===== config.mk =====
export PLATFORM = sky130hd
export DESIGN_NAME = branch_resolve_unit
export DESIGN_NICKNAME = d
export VERILOG_FILES = /design/src/rtl/br_pkg.sv /design/src/rtl/br_ctrl.sv /design/src/rtl/br_datapath.sv /design/src/rtl/branch_resolve_unit.sv
export SDC_FILE = /design/constraint.sdc
export NUM_CORES = 1
export LEC_CHECK = 0
export ABC_CLOCK_PERIOD_IN_PS = 4750
export BUFFER_PORTS_ARGS = -buffer_cell sky130_fd_sc_hd__buf_2
export CAP_MARGIN = 25
export CORE_UTILIZATION = 34
export DETAILED_ROUTE_END_ITERATION = 12
export GPL_TIMING_DRIVEN = 0
export SYNTH_ARGS = -nofsm -noshare
export SYNTH_HDL_FRONTEND = slang
export SYNTH_SLANG_ARGS = --single-unit

===== constraint.sdc =====
create_clock -name clk -period 4.75 [get_ports clk]
set_input_delay 1.425 -clock clk [delete_from_list [all_inputs] [get_ports clk]]
set_output_delay 1.425 -clock clk [all_outputs]
set_load 0.005 [all_outputs]

===== src/rtl/br_pkg.sv =====
package br_pkg;

  typedef enum logic [3:0] {
    BR_NONE      = 4'd0,
    BR_EQ        = 4'd1,
    BR_NE        = 4'd2,
    BR_GEZ       = 4'd3,
    BR_LTZ       = 4'd4,
    BR_GTZ       = 4'd5,
    BR_LEZ       = 4'd6,
    BR_GEZ_LINK  = 4'd7,
    BR_LTZ_LINK  = 4'd8,
    JMP_ABS      = 4'd9,
    JMP_ABS_LINK = 4'd10,
    JMP_REG      = 4'd11,
    JMP_REG_LINK = 4'd12
  } brKind_e;

  typedef enum logic [2:0] {
    C_NEVER, C_ALWAYS, C_EQ, C_NE, C_GEZ, C_LTZ, C_GTZ, C_LEZ
  } condSel_e;

  typedef enum logic [1:0] {
    T_REL, T_ABS, T_REG
  } tgtSel_e;

  typedef struct packed {
    condSel_e cond;
    tgtSel_e  tgt;
    logic     likelyOn;
    logic     linkEn;
    logic     linkToRd;
  } brCtl_t;

endpackage


===== src/rtl/br_ctrl.sv =====
module br_ctrl
  import br_pkg::*;
(
  input  logic [3:0] brType,
  input  logic       likely,
  output brCtl_t     ctl
);

  logic condKind;

  always_comb begin
    ctl      = '{cond: C_NEVER, tgt: T_REL, likelyOn: 1'b0, linkEn: 1'b0, linkToRd: 1'b0};
    condKind = 1'b0;
    case (brType)
      BR_EQ:        begin ctl.cond = C_EQ;  condKind = 1'b1; end
      BR_NE:        begin ctl.cond = C_NE;  condKind = 1'b1; end
      BR_GEZ:       begin ctl.cond = C_GEZ; condKind = 1'b1; end
      BR_LTZ:       begin ctl.cond = C_LTZ; condKind = 1'b1; end
      BR_GTZ:       begin ctl.cond = C_GTZ; condKind = 1'b1; end
      BR_LEZ:       begin ctl.cond = C_LEZ; condKind = 1'b1; end
      BR_GEZ_LINK:  begin ctl.cond = C_GEZ; condKind = 1'b1; ctl.linkEn = 1'b1; end
      BR_LTZ_LINK:  begin ctl.cond = C_LTZ; condKind = 1'b1; ctl.linkEn = 1'b1; end
      JMP_ABS:      begin ctl.cond = C_ALWAYS; ctl.tgt = T_ABS; end
      JMP_ABS_LINK: begin ctl.cond = C_ALWAYS; ctl.tgt = T_ABS; ctl.linkEn = 1'b1; end
      JMP_REG:      begin ctl.cond = C_ALWAYS; ctl.tgt = T_REG; end
      JMP_REG_LINK: begin
        ctl.cond = C_ALWAYS; ctl.tgt = T_REG; ctl.linkEn = 1'b1; ctl.linkToRd = 1'b1;
      end
      default: ;
    endcase
    ctl.likelyOn = likely & condKind;
  end

endmodule


===== src/rtl/br_datapath.sv =====
module br_datapath
  import br_pkg::*;
#(
  parameter int DATA_W   = 32,
  parameter int OFF_W    = 16,
  parameter int IDX_W    = 26,
  parameter int RIDX_W   = 5,
  parameter int LINK_REG = 31
) (
  input  logic              clk,
  input  logic              rstN,
  input  logic              inValid,
  input  brCtl_t            ctl,
  input  logic [DATA_W-1:0] pc,
  input  logic [DATA_W-1:0] rsVal,
  input  logic [DATA_W-1:0] rtVal,
  input  logic [OFF_W-1:0]  offset,
  input  logic [IDX_W-1:0]  jumpIndex,
  input  logic [RIDX_W-1:0] rdIdx,
  output logic              outValid,
  output logic              taken,
  output logic [DATA_W-1:0] targetPc,
  output logic              linkWe,
  output logic [RIDX_W-1:0] linkIdx,
  output logic [DATA_W-1:0] linkValue,
  output logic              nullify
);

  localparam int EXT_W  = DATA_W - OFF_W - 2;
  localparam int HIGH_W = DATA_W - IDX_W - 2;

  logic              rsNeg, rsZero, opsEq, condHit;
  logic [DATA_W-1:0] relTgt, absTgt, tgtNext, seqPc;

  assign rsNeg  = rsVal[DATA_W-1];
  assign rsZero = (rsVal == '0);
  assign opsEq  = (rsVal == rtVal);

  always_comb begin
    case (ctl.cond)
      C_ALWAYS: condHit = 1'b1;
      C_EQ:     condHit = opsEq;
      C_NE:     condHit = ~opsEq;
      C_GEZ:    condHit = ~rsNeg;
      C_LTZ:    condHit = rsNeg;
      C_GTZ:    condHit = ~rsNeg & ~rsZero;
      C_LEZ:    condHit = rsNeg | rsZero;
      default:  condHit = 1'b0;
    endcase
  end

  assign seqPc  = pc + DATA_W'(4);
  assign relTgt = seqPc + {{EXT_W{offset[OFF_W-1]}}, offset, 2'b00};
  assign absTgt = {pc[DATA_W-1 -: HIGH_W], jumpIndex, 2'b00};

  always_comb begin
    case (ctl.tgt)
      T_ABS:   tgtNext = absTgt;
      T_REG:   tgtNext = rsVal;
      default: tgtNext = relTgt;
    endcase
  end

  always_ff @(posedge clk) begin
    if (!rstN) begin
      outValid  <= 1'b0;
      taken     <= 1'b0;
      linkWe    <= 1'b0;
      nullify   <= 1'b0;
      targetPc  <= '0;
      linkIdx   <= '0;
      linkValue <= '0;
    end else begin
      outValid <= inValid;
      taken    <= inValid & condHit;
      linkWe   <= inValid & ctl.linkEn;
      nullify  <= inValid & ctl.likelyOn & ~condHit;
      if (inValid) begin
        targetPc  <= tgtNext;
        linkIdx   <= ctl.linkToRd ? rdIdx : RIDX_W'(LINK_REG);
        linkValue <= pc + DATA_W'(8);
      end
    end
  end

endmodule


===== src/rtl/branch_resolve_unit.sv =====
module branch_resolve_unit
  import br_pkg::*;
#(
  parameter int DATA_W   = 32,
  parameter int OFF_W    = 16,
  parameter int IDX_W    = 26,
  parameter int RIDX_W   = 5,
  parameter int LINK_REG = 31
) (
  input  logic              clk,
  input  logic              rstN,
  input  logic              inValid,
  input  logic [3:0]        brType,
  input  logic              likely,
  input  logic [DATA_W-1:0] pc,
  input  logic [DATA_W-1:0] rsVal,
  input  logic [DATA_W-1:0] rtVal,
  input  logic [OFF_W-1:0]  offset,
  input  logic [IDX_W-1:0]  jumpIndex,
  input  logic [RIDX_W-1:0] rdIdx,
  output logic              outValid,
  output logic              taken,
  output logic [DATA_W-1:0] targetPc,
  output logic              linkWe,
  output logic [RIDX_W-1:0] linkIdx,
  output logic [DATA_W-1:0] linkValue,
  output logic              nullify
);

  brCtl_t ctl;

  br_ctrl u_ctrl (
    .brType (brType),
    .likely (likely),
    .ctl    (ctl)
  );

  br_datapath #(
    .DATA_W(DATA_W), .OFF_W(OFF_W), .IDX_W(IDX_W), .RIDX_W(RIDX_W), .LINK_REG(LINK_REG)
  ) u_dp (
    .clk       (clk),
    .rstN      (rstN),
    .inValid   (inValid),
    .ctl       (ctl),
    .pc        (pc),
    .rsVal     (rsVal),
    .rtVal     (rtVal),
    .offset    (offset),
    .jumpIndex (jumpIndex),
    .rdIdx     (rdIdx),
    .outValid  (outValid),
    .taken     (taken),
    .targetPc  (targetPc),
    .linkWe    (linkWe),
    .linkIdx   (linkIdx),
    .linkValue (linkValue),
    .nullify   (nullify)
  );

endmodule


==> metrics.txt <==
Initial Utilization=34.75%; layout cells sized above 1=26.29%; Post-route DRC=0; Die Y=134.7 microns; Seq/Total Area, Yosys=24.40%; Max IR drop VDD=0.1868 mV; Setup Fix Bufs, Post-CTS=0; Final Util=44.38%; Switching Fraction=34.86%; core outline area=17240 sq um; ANT cells=0; Reg2Reg Capture Point=u_dp.targetPc[28]$_SDFFE_PN0P_; Synth Register Bits=73; clk buf depth=2; detailed placer's ending HPWL=18320 microns; Final setup viols=0; most common cell after layout, fill and taps aside=buf_2; synthesized net count=946; Max-slew headroom=41.28%; first-pass iteration count of the detailed router=5; P per Cell Area=276.6 nW/um^2; Routed Antenna Nets=0; most used flip-flop cell after synthesis=dfxtp_1; Final Routed Wirelength=22750 microns; startpoint types=input port; area growth from synthesis to layout=27.72%; final instance area=7650 sq um; Hold EP=u_dp.linkValue[5]$_SDFFE_PN0P_; crit-path leading delay family=buffers and inverters; Worst Reg-to-Reg Cells=4; Hold Crit Depth=1; initial DRC count=375; WP data required=5.02 ns; fin cells=1191; root buffer cell=clkbuf_16; Via Count=6590; total of max-cap violations=0; port bufs=218; Async S/R FF share, synth=0%; row count=48; Reg clk slew, reported paths=0.06 ns; period utilization=95.62%; worst-margin pin slew=0.8808 ns; number of global-route vias before repair=6175; Avg Vias per Cell=5.533; Hold Path Origin=u_dp.linkValue[5]$_SDFFE_PN0P_; number of synthesized flops with an enable pin=0; Die W=134.7 microns; RSZ-0062 raised after global routing=false; grt ovf=0; clock group share of total power=32.6%; GP Congestion=0.9422; synth warn=0; Net Sw Power=0.7374 mW; crit path buf inv count=6; syn_area_per_cell=8.171 sq um; fin crit period=4.542 ns; crit path max fanout=10; commonest cells after routing, fill and taps aside=buf_2, dfxtp_1, nand2_1; # nets final=1175; cts bufs inserted=9; Synth Cell Area=5989 sq um; H-tree depth=3; endpoint class of the critical path=register; Worst R2R Start=u_dp.targetPc[28]$_SDFFE_PN0P_; die area=18150 sq um; Clock Skews=0 ns; LEAKAGE=3.631 nW; internal power=1.378 mW; Top cell by count, worst path=clkbuf_1; status=complete, no violations; fin. max-slew vios=0; type of the most critical hold path=reg2reg; largest net degree at the start of global routing=16; clock sinks=73; Crit-path slowest cell=clkbuf_1; CTS tree=built; Max Clk Rate=220.2 MHz; Clk Latency, worst-skew pair=0.34 ns; crit path cell chain=clkbuf_1 > clkbuf_1 > nor2b_1 > nand2b_1 > ha_1 > clkbuf_1 > and2_1 > clkbuf_1 > clkbuf_2 > clkbuf_1 > a22oi_1 > a31oi_1; R2R Setup Slk=3.40 ns; initial antenna violation count=0; Reg area=1461 sq um; area occupied by multi-input gates=4302 sq um; Final Hold Vio Count=0; Global Route Usage Sum=24.78%; placed cell areas=7362 sq um; I/O Pins=224; first-pass GRT wire length=34140 microns; Comb power frac=34.4%; worst path arrival time=4.81 ns; Inst Count DP=1176; Synth cell types=59; Setup CP Type=in2reg; crit-path max cell delay=0.46 ns; wire per inst=19.10 microns; Fill cells=1779; cells after synthesis=733; Sequential Power Share=33.0%
==> through the flow <==
step                setup WS (ns)  hold slack (ns)  setup TNS, ns  total power [mW]
detailed placement        -0.2244           0.4612         -2.054             1.428
floorplan                  0.7505           0.4763              0             1.141
global placement          -0.1922           0.4589         -1.625             1.424
global route              0.02753           0.4939              0             2.233
finish                     0.2079           0.4722              0             2.116
CTS                        0.1273           0.4760              0             2.129
==> cell type report <==
cell class | instances | share of cell area (%)
buffer | 45 | 2.355
multi-input combinational | 602 | 56.23
inverter | 13 | 0.6379
tap | 225 | 3.680
timing repair buffer | 218 | 14.26
clock buffer | 9 | 2.944
sequential | 73 | 19.10
clock inverter | 6 | 0.7851
==> repair_timing <==
| item | in CTS | in global routing |
|---|---|---|
| hold buffers | 0 | 0 |
| hold endpoints to repair | 0 | 0 |
| setup endpoints to repair | 0 | 11 |
| resized for setup | 0 | 3 |
==> flip-flops by register name (all words and copies together) (netlist names) <==
signal          flops
u_dp.taken          1
u_dp.linkWe         1
u_dp.nullify        1
u_dp.linkValue     32
u_dp.outValid       1
u_dp.linkIdx        5
u_dp.targetPc      32
==> routing by layer <==
metal  part of all wire [%]  up-vias  global-route usage (%)
met5                      0        -                       0
met4                    2.1        0                   8.240
met3                    6.9       32                   4.730
met2                     47      273                   41.49
met1                     44     3083                   31.79
li1                       -     3202                       -
==> power groups by stage <==
stage                     registers [mW]  clock network, mW  logic, mW
after floorplan                    0.713                  0      0.427
after global placement             0.710                  0      0.714
after detailed placement           0.712                  0      0.716
after CTS                          0.699              0.706      0.723
after global routing               0.705              0.726      0.802
final                              0.699              0.689      0.727
==> cells in the mapped netlist, types with 3 or more instances <==
master    count  share of area, %
or3_1         4              0.42
a22oi_1      20               2.5
and4_1        4              0.58
a31oi_1      18               1.9
ha_1         61                13
nand3_1      22               1.8
buf_1         6              0.38
a221o_1       6               1.0
o221a_2       5              0.94
o21bai_1      4              0.50
o211ai_1     14               1.8
xnor2_1      47               6.9
nor2_1       42               2.6
a21oi_1      40               3.3
mux2i_1       5              0.84
buf_2         3              0.25
dfxtp_1      73                24
o21a_1        3              0.38
nand4_1      21               2.2
clkbuf_1     34               2.1
nand2_1      71               4.4
a221oi_1      9               1.3
nand2b_1      3              0.31
nor3_1       14               1.2
and3_1        7              0.73
a21o_1        7              0.88
o211a_1      30               5.0
nor4_1       13               1.4
a211oi_1      4              0.50
nor3b_1       5              0.63
xor2_1       37               5.4
nor2b_1      14               1.5
o21ai_0      38               3.2
inv_1        12              0.75
and2_1        7              0.73
==> worst max-delay path by stage <==
stage / from / end / cells after the start
2_1_floorplan: brType[3] / u_dp.targetPc[15]$_SDFFE_PN0P_ / 12
3_3_place_gp: brType[3] / u_dp.targetPc[19]$_SDFFE_PN0P_ / 12
3_5_place_dp: brType[3] / u_dp.targetPc[18]$_SDFFE_PN0P_ / 12
4_1_cts: brType[3] / u_dp.targetPc[18]$_SDFFE_PN0P_ / 12
5_1_grt: brType[3] / u_dp.targetPc[18]$_SDFFE_PN0P_ / 12
6_report: brType[3] / u_dp.targetPc[5]$_SDFFE_PN0P_ / 12
==> cell families after synthesis <==
logic type / after synthesis / synth area share (%)
mux: 5 / 0.8356
fa+ha+maj: 62 / 13.08
buf+inv: 58 / 3.781
xor+xnor: 84 / 12.28
compound gates: 218 / 26.28
simple gates: 233 / 19.34
flops: 73 / 24.40
==> worst register-to-register path: stages (launching register included) <==
cell and delay, ns:
dfxtp_1 0.31, o21ai_0 0.29, nor2_1 0.09, and3_2 0.21, or3_1 0.33
No activity file was read; power rests on OpenSTA's default activity.
